**src/rtl/imod_pkg.sv**
```systemverilog
package imod_pkg;
  localparam int REG_W  = 16;
  localparam int DLY_W  = REG_W + 2;
  localparam int REG_N  = 4;
  localparam int SEL_RXDLY = 0;
  localparam int SEL_RXEN  = 1;
  localparam int SEL_TXDLY = 2;
  localparam int SEL_THR   = 3;

  typedef logic [DLY_W-1:0] dly_t;

  // keep the smaller nonzero of two delays; zero means "unset"
  function automatic dly_t min_nz(input dly_t a, input dly_t b);
    if (a == '0) return b;
    if (b == '0) return a;
    return (a < b) ? a : b;
  endfunction

  function automatic dly_t pick_delay(input logic tx_hit, input logic rx_hit,
                                      input logic [REG_W-1:0] tx_dly,
                                      input logic [REG_W-1:0] rx_dly,
                                      input logic [REG_W-1:0] thr);
    dly_t d;
    d = dly_t'(thr);
    if (tx_hit) d = min_nz(d, dly_t'({tx_dly, 2'b00}));
    if (rx_hit) d = min_nz(d, dly_t'({rx_dly, 2'b00}));
    return d;
  endfunction
endpackage

```
**src/rtl/imod_cfg_regs.sv**
```systemverilog
module imod_cfg_regs
  import imod_pkg::*;
#(
  parameter int N = REG_N,
  localparam int SW = $clog2(N)
) (
  input  logic             clk,
  input  logic             rst_n,
  input  logic             we,
  input  logic [SW-1:0]    sel,
  input  logic [31:0]      wdata,
  output logic [N*REG_W-1:0] regs_flat,
  output logic [REG_W-1:0] rdata
);
  logic [REG_W-1:0] regs_q [N];

  for (genvar i = 0; i < N; i++) begin : g_reg
    always_ff @(posedge clk) begin
      if (!rst_n)                       regs_q[i] <= '0;
      else if (we && sel == SW'(i))     regs_q[i] <= wdata[REG_W-1:0];
    end
    assign regs_flat[i*REG_W +: REG_W] = regs_q[i];
  end

  assign rdata = regs_q[sel];
endmodule

```
**src/rtl/imod_delay_sel.sv**
```systemverilog
module imod_delay_sel
  import imod_pkg::*;
#(
  parameter int CAUSE_W = 8,
  parameter int TXDONE_BIT = 0,
  parameter int TXEMPTY_BIT = 1,
  parameter int RXTMR_BIT = 7
) (
  input  logic [CAUSE_W-1:0]   causes,
  input  logic [REG_N*REG_W-1:0] regs_flat,
  output dly_t                 next_delay
);
  logic [REG_W-1:0] rx_dly, rx_en, tx_dly, thr;
  logic tx_hit, rx_hit;

  assign rx_dly = regs_flat[SEL_RXDLY*REG_W +: REG_W];
  assign rx_en  = regs_flat[SEL_RXEN*REG_W  +: REG_W];
  assign tx_dly = regs_flat[SEL_TXDLY*REG_W +: REG_W];
  assign thr    = regs_flat[SEL_THR*REG_W   +: REG_W];

  assign tx_hit = causes[TXDONE_BIT] | causes[TXEMPTY_BIT];
  assign rx_hit = causes[RXTMR_BIT] & (rx_en != '0);

  assign next_delay = pick_delay(tx_hit, rx_hit, tx_dly, rx_dly, thr);
endmodule

```
**src/rtl/imod_tick_timer.sv**
```systemverilog
module imod_tick_timer
  import imod_pkg::*;
#(
  parameter int TICK_DIV = 64,
  localparam int PC_W = (TICK_DIV > 1) ? $clog2(TICK_DIV) : 1
) (
  input  logic clk,
  input  logic rst_n,
  input  logic stop,
  input  logic arm,
  input  dly_t load,
  output logic running,
  output logic expire
);
  logic [PC_W-1:0] pc_q;
  dly_t            cnt_q;
  logic            tick;

  assign tick    = running && (pc_q == PC_W'(TICK_DIV - 1));
  assign expire  = tick && (cnt_q == dly_t'(1));

  always_ff @(posedge clk) begin
    if (!rst_n) begin
      running <= 1'b0;
      pc_q    <= '0;
      cnt_q   <= '0;
    end else if (stop) begin
      running <= 1'b0;
      pc_q    <= '0;
    end else if (arm) begin
      running <= 1'b1;
      pc_q    <= '0;
      cnt_q   <= load;
    end else if (running) begin
      pc_q <= tick ? '0 : pc_q + 1'b1;
      if (tick) begin
        if (cnt_q == dly_t'(1)) running <= 1'b0;
        else                    cnt_q   <= cnt_q - 1'b1;
      end
    end
  end
endmodule

```
**src/rtl/imod_top.sv**
```systemverilog
module imod_top
  import imod_pkg::*;
#(
  parameter int CAUSE_W = 8,
  parameter int TICK_DIV = 64,
  parameter int TXDONE_BIT = 0,
  parameter int TXEMPTY_BIT = 1,
  parameter int RXTMR_BIT = 7,
  localparam int SEL_W = $clog2(REG_N)
) (
  input  logic               clk,
  input  logic               rst_n,
  input  logic               mod_en,
  input  logic [CAUSE_W-1:0] ev_cause,
  input  logic               cfg_we,
  input  logic [SEL_W-1:0]   cfg_sel,
  input  logic [31:0]        cfg_wdata,
  output logic [REG_W-1:0]   cfg_rdata,
  output logic               irq_valid,
  output logic [CAUSE_W-1:0] irq_cause
);
  logic [REG_N*REG_W-1:0] regs_flat;
  logic [CAUSE_W-1:0]     pend_q, merged;
  dly_t                   next_delay;
  logic                   timer_run, expire_evt, post_evt, arm, stop;

  imod_cfg_regs #(.N(REG_N)) u_regs (
    .clk(clk), .rst_n(rst_n), .we(cfg_we), .sel(cfg_sel),
    .wdata(cfg_wdata), .regs_flat(regs_flat), .rdata(cfg_rdata)
  );

  assign merged   = pend_q | ev_cause;
  assign post_evt = mod_en && (merged != '0) && (!timer_run || expire_evt);

  imod_delay_sel #(
    .CAUSE_W(CAUSE_W), .TXDONE_BIT(TXDONE_BIT),
    .TXEMPTY_BIT(TXEMPTY_BIT), .RXTMR_BIT(RXTMR_BIT)
  ) u_dsel (
    .causes(merged), .regs_flat(regs_flat), .next_delay(next_delay)
  );

  assign arm  = post_evt && (next_delay != '0);
  assign stop = !mod_en || (post_evt && (next_delay == '0));

  imod_tick_timer #(.TICK_DIV(TICK_DIV)) u_tmr (
    .clk(clk), .rst_n(rst_n), .stop(stop), .arm(arm), .load(next_delay),
    .running(timer_run), .expire(expire_evt)
  );

  always_ff @(posedge clk) begin
    if (!rst_n || !mod_en || post_evt) pend_q <= '0;
    else                               pend_q <= merged;
  end

  always_comb begin
    if (!mod_en) begin
      irq_valid = (ev_cause != '0);
      irq_cause = ev_cause;
    end else begin
      irq_valid = post_evt;
      irq_cause = post_evt ? merged : '0;
    end
  end
endmodule


```
**config.mk**
```make
export PLATFORM = sky130hd
export DESIGN_NAME = imod_top
export DESIGN_NICKNAME = d
export VERILOG_FILES = /design/src/rtl/imod_pkg.sv /design/src/rtl/imod_cfg_regs.sv /design/src/rtl/imod_delay_sel.sv /design/src/rtl/imod_tick_timer.sv /design/src/rtl/imod_top.sv
export SDC_FILE = /design/constraint.sdc
export NUM_CORES = 1
export LEC_CHECK = 0
export ABC_AREA = 1
export ABC_CLOCK_PERIOD_IN_PS = 4450
export CAP_MARGIN = 25
export CORE_MARGIN = 2
export CORE_UTILIZATION = 48
export DETAILED_ROUTE_END_ITERATION = 8
export GPL_ROUTABILITY_DRIVEN = 0
export PLACE_DENSITY = 0.77
export SYNTH_ARGS = -nofsm -noshare
export SYNTH_HDL_FRONTEND = slang
export SYNTH_SLANG_ARGS = --single-unit
```
**constraint.sdc**
```tcl
create_clock -name clk -period 4.45 [get_ports clk]
set_clock_uncertainty 0.1 [all_clocks]
set_input_delay 1.1125 -clock clk [delete_from_list [all_inputs] [get_ports clk]]
set_output_delay 1.1125 -clock clk [all_outputs]
set_load 0.1 [all_outputs]
```
==> qor.yml, run 1 <==
status: "finished, violations left"
violations: "negative setup slack"
worstReg2RegEnd: "u_tmr.cnt_q[14]"
final_max_slew_viol_count: 0
ctsHoldBuffers: 0
synth_edf_count: 64
setup_viol: 19
finalSetupTns_ns: -6.47
path_common_cell: "nand2_1"
drive_gt1_share_pct: 26.9
cpMaxStageDelayCell: "edfxtp_1"
worstPathRequired_ns: 4.60
worst-path-buf-inv: 4
synthTopCellsByCount: "179 x nand2_1, 143 x nor2_1, 120 x inv_1"
synth_area_leaders: "edfxtp_1 31%, nand2_1 11%, dfxtp_1 11%, nor2_1 8.6%, inv_1 7.3%"
syn_nets: 891
rsz0062_at_grt: "yes"
relSlewSlack_pct: 48.1
finalCritPeriodShare_pct: 110
firstDrtPassIters: 8
placed_cell_area_um2: 7840
htreeDepth: 3
powerDensity_nw_per_um2: 345
yosys.area.top_type: "edfxtp_1"
fin_ws_ns: -0.423
timing.max_cap.violations: 0
start_util_pct: 49.2
hold_viol: 0
rr_startpoint: "u_regs.regs_q[3][14]"
finalPower_w: 0.00304
grt_pass1_wl_um: 29300
antenna_found_initial: 0
fp.dieH_um: 118
leakage_nw: 4.06
synth-main-ff-cell: "edfxtp_1"
fp.dieArea_um2: 13900
min_path_cells: 2
clock-root-buffer: "clkbuf_16"
seq_area_frac_synth_pct: 41.6
rows: 41
numPortBuffers: 54
multi_input_area_um2: 3430
netlist.area_leader.share_pct: 31.0
finalCriticalPeriod_ns: 4.87
wl_per_cell_um: 16.3
ant_nets: 0
yosysUniqueCellTypes: 43
hold_path.class: "reg -> reg"
crit_family: "simple AND/OR/NAND/NOR gates"
clk_pin_slew_ns: 0.07
io-pin-count: 71
syn-instance-count: 814
cp.arrival_ns: 5.03
fin_hold_ws_ns: 0.355
hold_path_end: "u_tmr.pc_q[5]"
fp.coreArea_um2: 12600
viasPerCell: 5.44
min_from: "u_tmr.pc_q[5]"
wl_um: 18800
clk_latency_ns: 0.36
cts_sinks: 97
cp-start-kind: "flip-flop"
die_w_um: 118
placed_cells: 1119
clock.fmax_ghz: 0.205
synth_most_common_cell: "nand2_1"
yosys_warnings: 0
synth_area_um2: 6210
drc: 0
tightest_slew_ns: 0.776
vias: 6273
ys_seq_elements: 97
antenna_cells: 0
r2r_setup_slack_ns: -0.42
fill_cells: 958
grt_pass1_vias: 6063
crit_start: "u_regs.regs_q[3][14]"
dp_hpwl_um: 12300
grt-ovfl-total: 0
cts_tree: "done"
ff2ff_path_depth: 29
async_reset_ff_share_pct: 0
drtIter0Drc: 477
design_area_um2: 8810
stdcell_count: 1153
grt_max_degree: 29
syn_area_per_cell_um2: 7.62
numCtsBuffers: 9
crit_type: "reg -> reg"
ir_drop_mv: 0.339
layout.nets: 1053
critPathMaxFanout: 8
area_growth_pct: 41.9
ff_latch_area_um2: 2580
globalRouteTotalUtil_pct: 26.1
cts_max_path_buffers: 2
max_stage_delay_ns: 0.49
cp-end-kind: "flip-flop"
## flip-flops by register name, summed over array words and instances, names as in the netlist
name and count:
u_tmr.cnt_q 18, pend_q 8, u_tmr.running 1, u_tmr.pc_q 6, u_regs.regs_q 64
## area by class of cell
cell class / count / share of cell area, %
Sequential cell: 97 / 29.3
Clock buffer: 9 / 2.56
Multi-Input combinational cell: 572 / 39.0
Tap cell: 172 / 2.44
Timing Repair Buffer: 175 / 20.5
Clock inverter: 7 / 1.05
Inverter: 121 / 5.16
## worst register-to-register path, delay by kind of cell (launching register included)
family	cells	cell delay, ns
AO/OA/AOI/OAI	5	1.15
adder cells (fa/ha/maj)	2	0.52
buffers and inverters	4	0.58
flip-flops	1	0.49
AND/OR/NAND/NOR	18	1.94
## routing by layer
layer / routed length [um] / GRT usage [%] / part of all wire (%)
met4: 713 / 11.9 / 3.8
met3: 1250 / 5.38 / 6.7
met1: 7440 / 30.9 / 40
met5: 0 / 0 / 0
met2: 9400 / 45.5 / 50
## cell usage in the layout (no fill, tap or decap), types with 13 or more instances in the layout
master,n
o21ai_0,13
ha_1,26
a21oi_1,18
nor2_1,137
buf_4,107
clkdlybuf4s50_1,28
nand2_1,151
xor2_1,13
nand2_2,28
edfxtp_1,64
dfxtp_1,33
inv_1,115
a22oi_1,18
nor4_1,18
buf_12,27
nand3_1,32
## worst max path at each step
| stage | slack, ns | end | cells after the start |
|---|---|---|---|
| after floorplan | -0.69 | irq_cause[3] | 7 |
| after global placement | -0.68 | u_tmr.cnt_q[17] | 26 |
| after detailed placement | -0.81 | u_tmr.cnt_q[8] | 26 |
| after CTS | -0.1 | u_tmr.cnt_q[14] | 32 |
| after global routing | -0.62 | u_tmr.cnt_q[14] | 31 |
| final | -0.42 | u_tmr.cnt_q[14] | 29 |
## per-stage QoR
step,setup WS [ns],util [%]
global route,-0.618,69.8
global placement,-0.678,62.2
finish,-0.423,69.8
floorplan,-0.689,-
detailed placement,-0.811,62.2
CTS,-0.0983,67.4
## power by group
| part | internal (W) | switching [W] | total [W] |
|---|---|---|---|
| sequential | 0.00102 | 0.0000553 | 0.00108 |
| clock | 0.000492 | 0.000360 | 0.000852 |
| combinational | 0.000460 | 0.000649 | 0.00111 |
| total | 0.00197 | 0.00106 | 0.00304 |
## cells by family (layout without fill, tap and decap cells)
family | Yosys count | after routing | synth area share, %
muxes | 1 | 1 | 0.161
adders and majority gates | 31 | 31 | 6.25
and+or+nand+nor | 421 | 424 | 29.3
DFF | 97 | 97 | 41.6
AOI/OAI and AO/OA | 102 | 102 | 10.6
xor gates and xnor gates | 14 | 14 | 1.98
buffers and inverters | 148 | 312 | 10.2
## repair_timing
action | in CTS | in global routing
buffers inserted | 8 | 6
gates resized for setup | 54 | 56
cloned | 4 | 1
setup endpoints to repair | 19 | 19
pin swaps | 13 | 38
(Power assumes the default switching activity.)
==> run 2, diff against run 1 <==
--- a/config.mk
+++ b/config.mk
@@ -6,13 +6,14 @@
 export NUM_CORES = 1
 export LEC_CHECK = 0
 export ABC_AREA = 1
-export ABC_CLOCK_PERIOD_IN_PS = 4450
+export ABC_CLOCK_PERIOD_IN_PS = 4800
 export CAP_MARGIN = 25
 export CORE_MARGIN = 2
 export CORE_UTILIZATION = 48
 export DETAILED_ROUTE_END_ITERATION = 8
 export GPL_ROUTABILITY_DRIVEN = 0
-export PLACE_DENSITY = 0.77
+export PLACE_DENSITY = 0.73
 export SYNTH_ARGS = -nofsm -noshare
 export SYNTH_HDL_FRONTEND = slang
+export SYNTH_HIERARCHICAL = 1
 export SYNTH_SLANG_ARGS = --single-unit
==> constraint.sdc (replaced) <==
create_clock -name clk -period 4.8 [get_ports clk]
set_clock_uncertainty 0.1 [all_clocks]
set_input_delay 1.2 -clock clk [delete_from_list [all_inputs] [get_ports clk]]
set_output_delay 1.2 -clock clk [all_outputs]
set_load 0.1 [all_outputs]
==> run 2 against run 1 <==
Compared with the run above:
- the flow still finishes with violations (negative setup slack)
- via count grew 16%
- cell count grew 13%
- sequential share of layout area shrank 2.8 points
- total power shrank 3.4%
- sequential power shrank 7%
- count of clock-buffer cells in the layout is the same
- first-iteration DRC count grew 62%
- global-route usage grew 1.2 points
- cell area grew 11%
- critical path depth is the same
- setup slack gained 0.22 ns
- register-to-register slack gained 0.23 ns
- critical endpoint is now u_tmr/cnt_q[0]
- highest routed layer unchanged
==> qor.yml, run 2 <==
rows: 43  # +4.9%
placed_cells: 1240  # +11%
grt_max_degree: 37  # +28%
fp.dieArea_um2: 15000  # +8.3%
cp.arrival_ns: 5.15  # +0.12 ns
powerDensity_nw_per_um2: 301  # -13%
place_worst_setup_slack_ns: -0.776  # +0.0347 ns
drive_gt1_share_pct: 32.9  # +6.0 points
reg_top3: "u_regs/regs_q x64, u_tmr/cnt_q x18, pend_q x8"
setup_viol: 25  # +6
synth_area_leaders: "edfxtp_1 29%, nand2_1 18%, dfxtp_1 9.8%, nor2_1 8.0%, ha_1 5.8%"
fp.dieH_um: 122  # +4.1%
ctsHoldBuffers: 0  # unchanged
violations: "negative setup slack"
syn_nets: 1016  # +14%
ant_nets: 0  # unchanged
start_util_pct: 48.9  # -0.25 points
io-pin-count: 71  # unchanged
crit_family: "simple AND/OR/NAND/NOR gates"
fin_ws_ns: -0.200  # +0.223 ns
die_w_um: 122  # +4.1%
firstDrtPassIters: 8  # unchanged
fin_hold_ws_ns: 0.389  # +0.0342 ns
area_growth_pct: 44.5
grt_pass1_wl_um: 31700  # +7.9%
numCtsBuffers: 9  # unchanged
min_path_cells: 2  # unchanged
hold_viol: 0  # unchanged
leakage_nw: 4.53  # +12%
numPortBuffers: 54  # unchanged
finalCritPeriodShare_pct: 104
finalCriticalPeriod_ns: 5.00
path_depth: 29  # unchanged
path_common_cell: "nand2_8"
synthSimpleGateAreaFrac_pct: 38.1  # +8.8 points
ff2ff_path_depth: 35  # +21%
min_from: "u_tmr/pc_q[1]"
critPathMaxFanout: 8  # unchanged
worstReg2RegEnd: "u_tmr/cnt_q[0]"
layout.nets: 1200  # +14%
cts_tree: "done"
synth_top_family_by_area: "simple AND/OR/NAND/NOR gates"
cpMaxStageDelayCell: "nor4_1"
synthXorXnorAreaFrac_pct: 0.910  # -1.1 points
cp-start-kind: "input port"
crit_end: "u_tmr/cnt_q[0]"
final_max_slew_viol_count: 0  # unchanged
finalSetupTns_ns: -3.62  # +2.85 ns
netlist.area_leader.share_pct: 28.5  # -2.4 points
worst-path-buf-inv: 10  # +6
yosysUniqueCellTypes: 47  # +9.3%
cp-end-kind: "flip-flop"
max_stage_delay_ns: 0.46  # -0.03 ns
globalRouteTotalUtil_pct: 27.3  # +1.2 points
clk_pin_slew_ns: 0.07  # about the same
largest_reg_flops: 64  # unchanged
r2r_setup_slack_ns: -0.19  # +0.23 ns
viasPerCell: 5.55  # +2.1%
yosys_warnings: 6  # +6
syn-instance-count: 939  # +15%
cts_sinks: 97  # unchanged
synth_edf_count: 64  # unchanged
yosys.area_share.adder_pct: 5.76  # -0.49 points
clock.fmax_ghz: 0.200
tightest_slew_ns: 1.22  # +0.446 ns
status: "finished, violations left"
rr_startpoint: "u_regs/regs_q[2][5]"
worstPathRequired_ns: 4.95  # +0.35 ns
grt-ovfl-total: 0  # unchanged
top_register: "u_regs/regs_q"
dp_hpwl_um: 14000  # +14%
multi_input_area_um2: 4110  # +20%
timing.max_cap.violations: 0  # unchanged
ir_drop_mv: 0.257  # -24%
stdcell_count: 1308  # +13%
syn_area_per_cell_um2: 7.18  # -5.9%
vias: 7263  # +16%
fill_cells: 1005  # +4.9%
wl_per_cell_um: 17.5  # +7.0%
crit_type: "in -> reg"
drc: 0  # unchanged
wl_um: 22800  # +21%
synth_compound_area_share_pct: 7.22  # -3.3 points
clk_latency_ns: 0.36  # about the same
synth_area_um2: 6740  # +8.6%
muxShareOfSynthArea_pct: 0  # -0.16 points
crit_start: "ev_cause[1]"
drtIter0Drc: 775  # +62%
async_reset_ff_share_pct: 0  # unchanged
grt_pass1_vias: 6491  # +7.1%
final_cell_mix: "282 x nand2_1, 134 x nor2_1, 121 x buf_4, 82 x inv_1, 64 x edfxtp_1"
synth-main-ff-cell: "edfxtp_1"
layout_commonest_cell: "nand2_1"
htreeDepth: 3  # unchanged
ys_seq_elements: 97  # unchanged
cts_max_path_buffers: 2  # unchanged
relSlewSlack_pct: 18.5  # -30 points
rsz0062_at_grt: "yes"
hold_path.class: "reg -> reg"
synth_most_common_cell: "nand2_1"
antenna_cells: 0  # unchanged
antenna_found_initial: 0  # unchanged
seq_area_frac_synth_pct: 38.3  # -3.3 points
yosys.area.top_type: "edfxtp_1"
ff_latch_area_um2: 2580  # unchanged
clock-root-buffer: "clkbuf_16"
synthTopCellsByCount: "318 x nand2_1, 143 x nor2_1, 92 x inv_1"
fp.coreArea_um2: 13800  # +9.1%
[run 2: changes by cell type in the layout (fill, tap and decap cells not counted), sizes merged, moves of 4 or more]
cell and change:
nor3 -4, a22oi -18, buf +21, nand2 +146, o221ai -12, xor2 -10
clkinv +4, a21oi +11, nor2 +17, o21a -4, inv -12
[run 2: routing by layer]
layer,track usage (%),share of wire [%]
met1,34.0,38
met5,0,0
met4,14.3,5.7
met2,45.8,49
met3,4.23,7.6
[run 2: worst min-delay path by stage]
stage,slack (ns),to
5_1_grt,0.41,pend_q[3]
3_5_place_dp,0.37,pend_q[2]
4_1_cts,0.39,u_tmr/pc_q[1]
3_3_place_gp,0.36,pend_q[4]
2_1_floorplan,0.36,u_tmr/pc_q[1]
6_report,0.39,u_tmr/pc_q[1]
[run 2: metrics by stage]
| stage | utilization [%] | total power, W | cell area (um^2) |
|---|---|---|---|
| after floorplan | - | 0.00158 | 6740 |
| after global placement | 60.0 | 0.00192 | 8270 |
| after detailed placement | 60.0 | 0.00194 | 8270 |
| after CTS | 64.8 | 0.00275 | 8930 |
| after global routing | 70.7 | 0.00305 | 9740 |
| final | 70.7 | 0.00293 | 9740 |
[run 2: power breakdown]
part | total [W] | leakage [nW] | switching [W] | internal [W]
clock network | 0.000749 | 0.146 | 0.000339 | 0.000410
logic | 0.00118 | 3.48 | 0.000696 | 0.000486
registers | 0.00100 | 0.899 | 0.0000556 | 0.000947
[run 2: logic make-up after synthesis]
logic type / after synthesis
AO/OA/AOI/OAI: 80
XOR/XNOR: 7
adder cells (fa/ha/maj): 31
buffers and inverters: 138
flip-flops: 97
AND/OR/NAND/NOR: 586
[run 2: area by class of cell]
class | count | share of cell area, %
Clock buffer | 9 | 2.31
Tap cell | 180 | 2.31
Sequential cell | 97 | 26.5
Timing Repair inverter | 3 | 0.373
Timing Repair Buffer | 197 | 21.2
Multi-Input combinational cell | 707 | 42.1
Clock inverter | 7 | 0.809
Inverter | 108 | 4.37
[run 2: tightest hold or removal path: stages, from the launching register on]
cell and delay, ns:
dfxtp_1 0.33, nand2_1 0.08, a21oi_2 0.05
[run 2: timing repair]
item | CTS | global route
setup endpoints to repair | 25 | 25
cloned | 5 | 6
setup buffers | 17 | 26
pin swaps | 13 | 75
gates resized for setup | 43 | 137
